<file path="src/rtl/bsw_pkg.sv">
package bsw_pkg;
  localparam int unsigned CH_DEFAULT = 4;
  localparam int unsigned SYNC_STAGES = 2;

  function automatic logic [2*CH_DEFAULT-1:0] pack_status(
    input logic [CH_DEFAULT-1:0] irq_seen,
    input logic [CH_DEFAULT-1:0] enables
  );
    return {irq_seen, enables};
  endfunction
endpackage

</file>
<file path="src/rtl/bsw_sync2.sv">
module bsw_sync2 #(
  parameter int unsigned W = 1,
  parameter logic [W-1:0] INIT = '0
) (
  input  logic         clk,
  input  logic         arst_n,
  input  logic [W-1:0] d,
  output logic [W-1:0] q
);
  logic [W-1:0] meta;

  always_ff @(posedge clk or negedge arst_n) begin
    if (!arst_n) begin
      meta <= INIT;
      q    <= INIT;
    end else begin
      meta <= d;
      q    <= meta;
    end
  end
endmodule

</file>
<file path="src/rtl/bsw_irq_combine.sv">
module bsw_irq_combine #(
  parameter int unsigned NCH = 4
) (
  input  logic [NCH-1:0] irq_sync_n,
  output logic [NCH-1:0] irq_act,
  output logic           irq_oe
);
  for (genvar i = 0; i < NCH; i++) begin : g_ch
    assign irq_act[i] = ~irq_sync_n[i];
  end
  assign irq_oe = |irq_act;
endmodule

</file>
<file path="src/rtl/bsw_regs.sv">
module bsw_regs #(
  parameter int unsigned NCH = 4
) (
  input  logic           clk,
  input  logic           rst_n,
  input  logic           wr_en,
  input  logic [NCH-1:0] wr_nib,
  input  logic           rd_en,
  input  logic [NCH-1:0] irq_act,
  output logic [NCH-1:0] chan_en,
  output logic [2*NCH-1:0] rd_data
);
  always_ff @(posedge clk or negedge rst_n) begin
    if (!rst_n) begin
      chan_en <= '0;
    end else if (wr_en) begin
      chan_en <= wr_nib;
    end
  end

  always_ff @(posedge clk or negedge rst_n) begin
    if (!rst_n) begin
      rd_data <= '0;
    end else if (rd_en) begin
      rd_data <= {irq_act, chan_en};
    end
  end
endmodule

</file>
<file path="src/rtl/bswitch_ctrl.sv">
module bswitch_ctrl #(
  parameter int unsigned NUM_CH = bsw_pkg::CH_DEFAULT,
  localparam int unsigned DW = 2 * NUM_CH
) (
  input  logic              clk,
  input  logic              por_n,
  input  logic              ext_rst_n,
  input  logic              wr_en,
  input  logic [DW-1:0]     wr_data,
  input  logic              rd_en,
  output logic [DW-1:0]     rd_data,
  input  logic [NUM_CH-1:0] irq_n,
  output logic [NUM_CH-1:0] chan_en,
  output logic              irq_oe
);
  logic              raw_rst_n;
  logic              rst_n_i;
  logic [NUM_CH-1:0] irq_sync_n;
  logic [NUM_CH-1:0] irq_act;
  logic              unused_wr_hi;

  assign raw_rst_n    = por_n & ext_rst_n;
  assign unused_wr_hi = ^wr_data[DW-1:NUM_CH];

  bsw_sync2 #(.W(1), .INIT(1'b0)) u_rst_sync (
    .clk    (clk),
    .arst_n (raw_rst_n),
    .d      (1'b1),
    .q      (rst_n_i)
  );

  bsw_sync2 #(.W(NUM_CH), .INIT({NUM_CH{1'b1}})) u_irq_sync (
    .clk    (clk),
    .arst_n (rst_n_i),
    .d      (irq_n),
    .q      (irq_sync_n)
  );

  bsw_irq_combine #(.NCH(NUM_CH)) u_irq (
    .irq_sync_n (irq_sync_n),
    .irq_act    (irq_act),
    .irq_oe     (irq_oe)
  );

  bsw_regs #(.NCH(NUM_CH)) u_regs (
    .clk     (clk),
    .rst_n   (rst_n_i),
    .wr_en   (wr_en),
    .wr_nib  (wr_data[NUM_CH-1:0]),
    .rd_en   (rd_en),
    .irq_act (irq_act),
    .chan_en (chan_en),
    .rd_data (rd_data)
  );
endmodule

</file>
<file path="config.mk">
export PLATFORM = sky130hd
export DESIGN_NAME = bswitch_ctrl
export DESIGN_NICKNAME = d
export VERILOG_FILES = /design/src/rtl/bsw_pkg.sv /design/src/rtl/bsw_sync2.sv /design/src/rtl/bsw_irq_combine.sv /design/src/rtl/bsw_regs.sv /design/src/rtl/bswitch_ctrl.sv
export SDC_FILE = /design/constraint.sdc
export NUM_CORES = 1
export LEC_CHECK = 0
export ABC_AREA = 1
export BUFFER_PORTS_ARGS = -buffer_cell sky130_fd_sc_hd__buf_2
export CORE_MARGIN = 2
export CORE_UTILIZATION = 48
export DETAILED_ROUTE_END_ITERATION = 16
export PLACE_DENSITY = 0.82
export SYNTH_ARGS = -nofsm -noshare
export SYNTH_HDL_FRONTEND = slang
export SYNTH_SLANG_ARGS = --single-unit
</file>
<file path="constraint.sdc">
create_clock -name clk -period 1.9 [get_ports clk]
set_input_delay 0.38 -clock clk [delete_from_list [all_inputs] [get_ports clk]]
set_output_delay 0.38 -clock clk [all_outputs]
set_load 0.01 [all_outputs]
</file>
Word level (Yosys, flattened, before mapping)
Index checks and enable logic that the tools add are counted.
{"block": "totals", "elab_cells": 12, "regBits": 22, "input_bits": 17, "out_inout_bits": 13}
{"block": "classes", "n_bitwise": 5, "n_reduce_logical": 1}
{"operator": "$not A1 Y1", "count": 4}
{"operator": "$reduce_or A4 Y1", "count": 1}
{"operator": "$and A1 B1 Y1", "count": 1}

Depth between registers and ports, before layout
Gate-level depths: netlist of run 1.
{"block": "depth", "depth_word": 2, "ltp_mapped": 4, "ltp_nobuf": 3}

Hierarchy
Synthesis of run 1 repeated with hierarchy kept, for this count alone.
{"block": "hier_totals", "cells_unflattened": 73, "area_unflattened_um2": 759.5}
{"mod": "bsw_regs", "cells_each": 51, "n_inst": 1, "area_each_um2": 454.2}
{"mod": "bsw_sync2 (u_irq_sync)", "cells_each": 8, "n_inst": 1, "area_each_um2": 210.2}
{"mod": "bsw_sync2 (u_rst_sync)", "cells_each": 2, "n_inst": 1, "area_each_um2": 50.0}
{"mod": "bsw_irq_combine", "cells_each": 9, "n_inst": 1, "area_each_um2": 33.8}
{"mod": "bswitch_ctrl", "cells_each": 3, "n_inst": 1, "area_each_um2": 11.3}

Least setup slack after synthesis of run 1
Ideal clock, no wire load.
{"block": "synth_path", "kind": "flip-flop to output port", "from": "reg u_irq_sync.q[2]", "to": "out irq_oe", "t_arrival_ns": 0.665, "stages_incl_launch_ff": 4, "slack_ns": 0.855, "cell_sequence": "dfstp_2 nand2_1 inv_1 nand2_1"}
{"block": "synth_between", "elab_chain_cells": 2}
{"item": "from (decl)", "line_no": "bsw_sync2.sv:8", "rtl": "output logic [W-1:0] q"}
{"item": "from (signal assigned)", "line_no": "bsw_sync2.sv:18", "rtl": "q <= meta;"}
{"item": "$not A1 Y1", "line_no": "bsw_irq_combine.sv:9", "rtl": "assign irq_act[i] = ~irq_sync_n[i];"}
{"item": "$reduce_or A4 Y1", "line_no": "bsw_irq_combine.sv:11", "rtl": "assign irq_oe = |irq_act;"}
{"item": "to (decl)", "line_no": "bswitch_ctrl.sv:14", "rtl": "output logic irq_oe"}
No other way between the ends.

Worst setup path after layout of run 1
Ends and elaborated chain as after synthesis.

==> impl_metrics.csv, run 1 <==
group,metric,value,unit
place,gp_congestion,0.6546,
die,fp-row-count,14,
synthesis,synth_area,759.5,um2
synthesis,ys_ff_latch,22,
synthesis,synthCells,73,
synthesis,yosysMostFrequentCell,"nand2_1",
detailed_routing,dr.pass1.iters,4,
pwr,p_leak,0.5544,nW
synthesis,synth_top_cell_by_area,"dfrtp_1",
timing,hold_viol_final,0,
synthesis,ys_top_cells_by_area,"dfrtp_1 46%, dfstp_2 28%, nand2_1 20%",
critical_path,crit_family,"flip-flops",
timing,tightestPinTransition,0.7536,ns
timing,setup_viol_count_final,0,
timing,report.final.slew_viol_count,0,
critical_path,reg2reg_slack,1.11,ns
run,drv_cap,0,
synthesis,synth_commonest_cells,"40 x nand2_1, 14 x dfrtp_1, 8 x dfstp_2, 8 x inv_1",
layout,fin_area,949.7,um2
global_route,gr-total-overflow,0,
min_path,hold_path_depth,1,
global_route,grt_max_degree,21,
critical_path,crit_chain,"nand2_1, inv_1, nand2_1, buf_2",
timing,fin_crit,1.481,ns
pwr,vdd_drop_max,411.2,uV
place,port_buffers,25,
synthesis,synth_top_area_share,46.13,%
detailed_routing,totalWireLength,1115,um
synthesis,synth_nets,90,
detailed_routing,route.detailed.drc,0,
detailed_routing,vias_per_cell,4.277,
critical_path,required,1.52,ns
synthesis,synth_edf_count,0,
global_route,antenna_found_initial,0,
critical_path,critPathArrivalTime,1.10,ns
synthesis,seq_area_frac_synth,73.81,%
critical_path,critPathCaptureType,"output port",
die,io_pins,30,
critical_path,cp_common_cell,"nand2_1",
timing,finalClockSkew,0.001136,ns
layout,regArea,560.5,um2
synthesis,synth_area_per_cell,10.40,um2
place,dp_hpwl,806.4,um
critical_path,r2r_cells,0,
die,dieHeight,43.78,um
critical_path,worstSetupPathType,"reg2out",
timing,fmax,675.4,MHz
detailed_routing,antenna_left,0,
critical_path,path_max_fanout,2,
clock_tree,clkTransAtPathRegs,0.11,ns
timing,rsz0062_at_grt,"no",
layout,final_layout_size_suffix_gt1_share,36.89,%
die,die_w,43.78,um
outcome,outcome,"finished clean",
synthesis,yosysWarnings,0,
clock_tree,clock_latency,0.30,ns
clock_tree,postCtsSetupRepairBufs,0,
layout,fillers,131,
global_route,grt_pass1_wl,1766,um
synthesis,async_flop_share,100.0,%
clock_tree,htreeDepth,1,
clock_tree,cts_made_buffers,3,
min_path,min_to,"u_irq_sync.meta[2]",
die,fp.coreArea,1489,um2
min_path,hold_path.class,"in2reg",
die,die_area,1916,um2
global_route,grtUsageTotal,13.25,%
detailed_routing,num_vias,509,
place,place_area,893.4,um2
layout,syn_to_final_growth,25.04,%
layout,fin_nets,121,
critical_path,rr_endpoint,"u_regs.rd_data[4]",
clock_tree,cts_resized,0,
global_route,grt_pass1_vias,451,
critical_path,critical_path_buf_inv_count,2,
clock_tree,cts_tree,"built",
critical_path,max_stage_delay,0.55,ns
critical_path,worstSetupStartpoint,"u_irq_sync.q[2]",
clock_tree,cts.sinks,22,
timing,finalCritPeriodShare,77.92,%
synthesis,post_synth_num_cell_types,7,
pwr,power_density,915.8,nW/um2
layout,num_antenna_cells,0,
synthesis,ys.flop_type,"dfrtp_1",
timing,fin_tns_setup,0,ns
critical_path,r2r_start,"u_rst_sync.q",
layout,multi_input_area,153.9,um2
die,initial_utilization,51.01,%
detailed_routing,drt_iter0_drc,3,
clock_tree,root_buffer,"clkbuf_4",
timing,relSlewSlack,49.76,%
min_path,hp-start,"irq_n[2]",
timing,whs,0.1663,ns
critical_path,critPathLaunchType,"flip-flop",
detailed_routing,routedWlPerCell,9.370,um
clock_tree,clock_path_buffers,2,
critical_path,cp_slowest_cell,"dfstp_2",
==> placed cells by master, fill, tap and decap left out <==
master	synthesis	final
inv_1	8	8
conb_1	1	1
clkbuf_4	0	3
buf_2	0	25
dlygate4sd3_1	0	2
clkbuf_8	0	1
nand2_1	40	40
dfrtp_1	14	14
inv_2	1	1
dfstp_2	8	8
==> routing by layer <==
layer	track usage (%)	vias to the layer above	share of wire (%)	routed length, um
li1	-	268	-	-
met1	15.28	222	44	492
met2	21.18	15	49	542
met3	2.500	4	4.4	49
met4	10.91	0	2.7	30
met5	0	-	0	0
==> cell families after synthesis <==
| logic type | synth area share [%] |
|---|---|
| flip-flops | 73.81 |
| AND/OR/NAND/NOR | 19.77 |
| other | 0.4938 |
| buffers and inverters | 5.930 |
==> state kept, by name (all words and copies together), names as in the netlist <==
name / count
u_irq_sync.meta: 4
u_regs.chan_en: 4
u_regs.rd_data: 8
u_irq_sync.q: 4
u_rst_sync.meta: 1
u_rst_sync.q: 1
==> metrics by stage <==
stage | instances | total power (W) | setup slack (ns) | util, %
after floorplan | 73 | 0.0005857 | 0.8555 | -
after global placement | 113 | 0.0006251 | 0.7510 | 60.00
after detailed placement | 113 | 0.0006296 | 0.7477 | 60.00
after CTS | 119 | 0.0008816 | 0.3980 | 63.78
after global routing | 119 | 0.0009142 | 0.3424 | 63.78
final | 119 | 0.0008697 | 0.4194 | 63.78
==> worst max path at each step <==
stage               endpoint  slack [ns]  cells after the start
floorplan             irq_oe        0.86                      3
CTS                   irq_oe        0.40                      4
detailed placement    irq_oe        0.75                      4
global placement      irq_oe        0.75                      4
finish                irq_oe        0.42                      4
global route          irq_oe        0.34                      4
==> power by group <==
part	leakage [nW]	internal, W	switching (W)
sequential	0.256	0.000510	0.0000242
combinational	0.277	0.0000410	0.0000468
clock	0.0210	0.000117	0.000131
total	0.554	0.000668	0.000202
==> layout make-up <==
type | count | share of cell area, %
multi-input cells | 41 | 16.21
flip-flops and latches | 22 | 59.03
clock buffers | 4 | 3.821
repair buffers | 27 | 15.28
inverters | 9 | 3.557
well taps | 16 | 2.108
==> timing repair <==
action,in CTS,in global routing
hold endpoints to repair,2,0
hold buffers,2,0
setup endpoints to repair,0,0
Power figures use the tool's default switching activity.
==> run 2: changes to the inputs <==
--- a/config.mk
+++ b/config.mk
@@ -8,9 +8,9 @@
 export ABC_AREA = 1
 export BUFFER_PORTS_ARGS = -buffer_cell sky130_fd_sc_hd__buf_2
 export CORE_MARGIN = 2
-export CORE_UTILIZATION = 48
+export CORE_UTILIZATION = 45
 export DETAILED_ROUTE_END_ITERATION = 16
-export PLACE_DENSITY = 0.82
+export PLACE_DENSITY = 0.78
 export SYNTH_ARGS = -nofsm -noshare
 export SYNTH_HDL_FRONTEND = slang
 export SYNTH_SLANG_ARGS = --single-unit
==> constraint.sdc (replaced) <==
create_clock -name clk -period 1.4 [get_ports clk]
set_input_delay 0.28 -clock clk [delete_from_list [all_inputs] [get_ports clk]]
set_output_delay 0.28 -clock clk [all_outputs]
set_load 0.01 [all_outputs]
==> run 2 against run 1 <==
Net effect: register-to-register slack lost 0.48 ns; wire length is 12% higher; die area grew 6.1%; combinational power increased by 47%; clock power up 89%; critical endpoint unchanged.
==> impl_metrics.csv, run 2 (synthesis gave the netlist of run 1 again) <==
group,metric,value,unit
die,io_pins,30,
layout,final_layout_size_suffix_gt1_share,37.50,%
place,gp_congestion,0.6906,
global_route,grt_pass1_vias,526,
layout,layout.cells.non_filler,120,
die,dieHeight,45.08,um
detailed_routing,route.met3.wl,55,um
clock_tree,cts_resized,0,
die,fp-row-count,14,
detailed_routing,vias_per_cell,4.433,
outcome,outcome,"finished clean",
layout,largest_reg_flops,8,
detailed_routing,route.detailed.drc,0,
global_route,gr-total-overflow,0,
clock_tree,cts.sinks,22,
detailed_routing,totalWireLength,1244,um
critical_path,path_max_fanout,2,
global_route,grtUsageTotal,14.24,%
place,dp_hpwl,939.7,um
global_route,antenna_found_initial,0,
die,die_area,2032,um2
layout,num_antenna_cells,0,
global_route,grt_pass1_wl,2021,um
place,port_buffers,25,
timing,report.final.slew_viol_count,0,
timing,finalCritPeriodShare,98.71,%
timing,hold_viol_final,0,
clock_tree,clkTransAtPathRegs,0.11,ns
layout,post-route-util,63.15,%
critical_path,critPathArrivalTime,1.10,ns
die,die_w,45.08,um
timing,fin_crit,1.382,ns
critical_path,critPathCaptureType,"output port",
pwr,vdd_drop_max,757.6,uV
layout,final_cell_mix,"40 x nand2_1, 25 x buf_2, 14 x dfrtp_1",
clock_tree,postCtsSetupRepairBufs,0,
clock_tree,clock_latency,0.30,ns
place,place_inst,114,
clock_tree,clock_path_buffers,2,
critical_path,worstSetupPathType,"reg2out",
timing,whs,0.06525,ns
detailed_routing,dr.pass1.iters,4,
layout,syn_to_final_growth,28.17,%
detailed_routing,antenna_left,0,
critical_path,required,1.12,ns
detailed_routing,num_vias,532,
die,fp.coreArea,1541,um2
critical_path,critPathLaunchType,"flip-flop",
layout,top_register,"u_regs.rd_data",
min_path,hold_path.class,"in2reg",
clock_tree,htreeDepth,1,
die,initial_utilization,49.27,%
detailed_routing,drt_iter0_drc,3,
detailed_routing,routed.top_layer,"met4",
detailed_routing,met2_wirelength,708,um
clock_tree,root_buffer,"clkbuf_4",
global_route,grt_max_degree,14,
timing,setup_viol_count_final,0,
clock_tree,cts_tree,"built",
layout,final_common_cell,"nand2_1",
run,drv_cap,0,
detailed_routing,routedWlPerCell,10.37,um
pwr,p_leak,0.5662,nW
pwr,power_density,1355,nW/um2
timing,rsz0062_at_grt,"yes",
layout,fin_nets,122,
clock_tree,cts_made_buffers,3,
detailed_routing,wl_met1,465,um
timing,finalClockSkew,0.001618,ns
timing,fmax,723.6,MHz
layout,fillers,127,
run 2: repair_timing:
action | in CTS | in global routing
endpoints found under the setup margin | 1 | 1
hold endpoints to repair | 2 | 0
pin swaps | 2 | 0
hold buffers | 2 | 0
run 2: critical path, stage by stage, from the launching register on:
cell     delay (ns)
dfstp_2        0.55
nand2_1        0.05
inv_1          0.04
nand2_1        0.04
buf_2          0.13
run 2: final cells by class:
cell class / instances / area [um2] / share of cell area [%]
Tap cell: 16 / 20.02 / 2.057
Clock buffer: 3 / 22.52 / 2.314
Clock inverter: 1 / 30.03 / 3.085
Sequential cell: 22 / 560.5 / 57.58
Inverter: 9 / 33.78 / 3.470
Timing Repair Buffer: 28 / 152.6 / 15.68
Multi-Input combinational cell: 41 / 153.9 / 15.81
run 2: where the power goes:
group / switching (W) / total (W) / internal, W / leakage, nW
clock: 0.000180 / 0.000469 / 0.000289 / 0.0279
sequential: 0.0000283 / 0.000721 / 0.000692 / 0.256
combinational: 0.0000718 / 0.000129 / 0.0000575 / 0.282
total: 0.000280 / 0.00132 / 0.00104 / 0.566
run 2: metrics by stage:
step	instance area, um2	setup slack [ns]	setup TNS (ns)	total power (W)
after floorplan	759.5	0.4555	0	0.0007949
after global placement	900.9	0.3533	0	0.0008510
after detailed placement	900.9	0.3404	0	0.0008596
after CTS	973.4	-0.001296	-0.001296	0.001332
after global routing	973.4	-0.03661	-0.03661	0.001375
final	973.4	0.01805	0	0.001319
run 2: worst paths after layout:
| check | from | endpoint | slack, ns | cells past startpoint |
|---|---|---|---|---|
| max in group asynchronous | ext_rst_n | u_rst_sync.q | 0.38 | 5 |
| worst max register to register | u_irq_sync.q[2] | u_regs.rd_data[6] | 0.63 | 3 |
| min in group asynchronous | por_n | u_rst_sync.meta | 0.37 | 4 |
| worst min register to register | u_irq_sync.meta[1] | u_irq_sync.q[1] | 0.36 | 0 |
| worst min-delay path | irq_n[3] | u_irq_sync.meta[3] | 0.07 | 1 |
| worst max-delay path | u_irq_sync.q[0] | irq_oe | 0.02 | 4 |
run 2: layer usage:
layer / GRT usage [%] / up-vias
met5: 0 / -
met4: 8.824 / 0
met3: 1.200 / 2
met2: 27.43 / 16
met1: 14.40 / 241
li1: - / 273
==> run 3: changes to the inputs <==
==> constraint.sdc (replaced) <==
create_clock -name clk -period 1.5 [get_ports clk]
set_input_delay 0.3 -clock clk [delete_from_list [all_inputs] [get_ports clk]]
set_output_delay 0.3 -clock clk [all_outputs]
set_load 0.01 [all_outputs]
==> run 3 against run 2 <==
Net effect: power fell by 6.7%; register-to-register slack improved by 0.09 ns; core utilization did not move; first-iteration DRC count did not move; hold slack improved by 0.020 ns.
==> impl_metrics.csv, run 3 (synthesis gave the netlist of run 1 again) <==
group,metric,value,unit
detailed_routing,num_vias,532,
place,gp_congestion,0.6906,
global_route,gr-total-overflow,0,
layout,final_cell_mix,"40 x nand2_1, 25 x buf_2, 14 x dfrtp_1",
global_route,grt_pass1_vias,526,
layout,final_layout_size_suffix_gt1_share,37.50,%
timing,fmax,710.6,MHz
pwr,p_sw_share,21.25,%
detailed_routing,route.detailed.drc,0,
critical_path,path_max_fanout,2,
timing,finalClockSkew,0.001624,ns
clock_tree,cts_tree,"built",
layout,final_common_cell,"nand2_1",
pwr,power.switching,0.0002617,W
clock_tree,cts_made_buffers,3,
die,fp-row-count,14,
detailed_routing,totalWireLength,1248,um
clock_tree,clkTransAtPathRegs,0.11,ns
detailed_routing,antenna_left,0,
pwr,vdd_drop_max,707.1,uV
timing,setup_viol_count_final,0,
timing,fin_crit,1.407,ns
die,dieHeight,45.08,um
clock_tree,clock_latency,0.30,ns
layout,fin_area,973.4,um2
min_path,hp-start,"irq_n[3]",
global_route,grtUsageTotal,14.24,%
critical_path,required,1.20,ns
critical_path,critPathCaptureType,"output port",
clock_tree,cts_resized,0,
global_route,antenna_found_initial,0,
timing,layout_setup_ws,0.09278,ns
clock_tree,clock_path_buffers,2,
layout,num_antenna_cells,0,
timing,finalCritPeriodShare,93.81,%
clock_tree,htreeDepth,1,
timing,report.final.slew_viol_count,0,
clock_tree,postCtsSetupRepairBufs,0,
pwr,p_seq_share,54.6,%
die,die_w,45.08,um
min_path,hold_path.class,"in2reg",
pwr,p_leak,0.5662,nW
die,die_area,2032,um2
die,initial_utilization,49.27,%
detailed_routing,dr.pass1.iters,4,
critical_path,rr_endpoint,"u_regs.rd_data[6]",
detailed_routing,drt_iter0_drc,3,
timing,rsz0062_at_grt,"no",
clock_tree,cts.sinks,22,
place,place_area,900.9,um2
min_path,min_to,"u_irq_sync.meta[3]",
critical_path,critPathLaunchType,"flip-flop",
detailed_routing,vias_per_cell,4.433,
critical_path,r2r_cells,3,
die,fp.coreArea,1541,um2
place,dp_hpwl,939.7,um
pwr,clock_power_share,35.6,%
critical_path,critPathArrivalTime,1.11,ns
outcome,outcome,"finished clean",
layout,syn_to_final_growth,28.17,%
timing,fin_tns_setup,0,ns
layout,fillers,127,
pwr,power_density,1265,nW/um2
global_route,grt_max_degree,14,
timing,hold_viol_final,0,
layout,fin_nets,122,
die,io_pins,30,
pwr,pwr-share-comb,9.8,%
place,port_buffers,25,
critical_path,r2r_start,"u_irq_sync.q[2]",
critical_path,worstSetupPathType,"reg2out",
global_route,grt_pass1_wl,2021,um
layout,largest_reg_flops,8,
clock_tree,root_buffer,"clkbuf_4",
detailed_routing,routedWlPerCell,10.40,um
run,drv_cap,0,
place,pre_cts_ws,0.4204,ns
layout,post-route-util,63.15,%
min_path,hold_path_depth,1,
critical_path,reg2reg_slack,0.72,ns
pwr,p_int,0.0009697,W
layout,top_register,"u_regs.rd_data",
[run 3: cell counts in the layout (fill, tap and decap cells not counted)]
No cell type changed its count.
[run 3: worst max-delay path by stage]
stage / startpoint / end / slack [ns] / cells after the start
6_report: u_irq_sync.q[2] / irq_oe / 0.09 / 4
3_5_place_dp: u_irq_sync.q[2] / irq_oe / 0.42 / 4
3_3_place_gp: u_irq_sync.q[2] / irq_oe / 0.43 / 4
5_1_grt: u_irq_sync.q[2] / irq_oe / 0.04 / 4
4_1_cts: u_irq_sync.q[2] / irq_oe / 0.07 / 4
2_1_floorplan: u_irq_sync.q[2] / irq_oe / 0.54 / 3
[run 3: metrics by stage]
| stage | hold WS (ns) | total power, W | instances |
|---|---|---|---|
| CTS | 0.07256 | 0.001243 | 120 |
| finish | 0.08526 | 0.001231 | 120 |
| floorplan | 0.07845 | 0.0007419 | 73 |
| global placement | 0.1667 | 0.0007943 | 114 |
| global route | 0.06228 | 0.001283 | 120 |
| detailed placement | 0.1698 | 0.0008023 | 114 |
[run 3: power groups by stage]
stage                     Sequential (W)  Combinational (W)  Clock [W]
after detailed placement        0.000685           0.000118          0
after floorplan                 0.000700          0.0000415          0
after CTS                       0.000674           0.000123   0.000446
after global routing            0.000680           0.000137   0.000467
final                           0.000673           0.000121   0.000438
after global placement          0.000680           0.000115          0
[run 3: layout make-up]
| type | count | area [um2] | share of cell area, % |
|---|---|---|---|
| Sequential cell | 22 | 560.5 | 57.58 |
| Tap cell | 16 | 20.02 | 2.057 |
| Clock buffer | 3 | 22.52 | 2.314 |
| Clock inverter | 1 | 30.03 | 3.085 |
| Multi-Input combinational cell | 41 | 153.9 | 15.81 |
| Timing Repair Buffer | 28 | 152.6 | 15.68 |
| Inverter | 9 | 33.78 | 3.470 |
[run 3: timing repair]
action	4_1_cts	5_1_grt
hold buffers	2	0
endpoints found under the hold margin	2	0
endpoints found under the setup margin	0	0
[run 3: per-layer routing]
metal | vias to the layer above | GRT usage [%] | wire, um
li1 | 273 | - | -
met4 | 0 | 8.824 | 14
met1 | 241 | 14.40 | 467
met3 | 2 | 1.200 | 55
met5 | - | 0 | 0
met2 | 16 | 27.43 | 709
[run 3: worst max-delay path, cell delays in order, from the launching register on]
cell and delay, ns:
dfstp_2 0.55, nand2_1 0.05, inv_1 0.04, nand2_1 0.04, buf_2 0.13
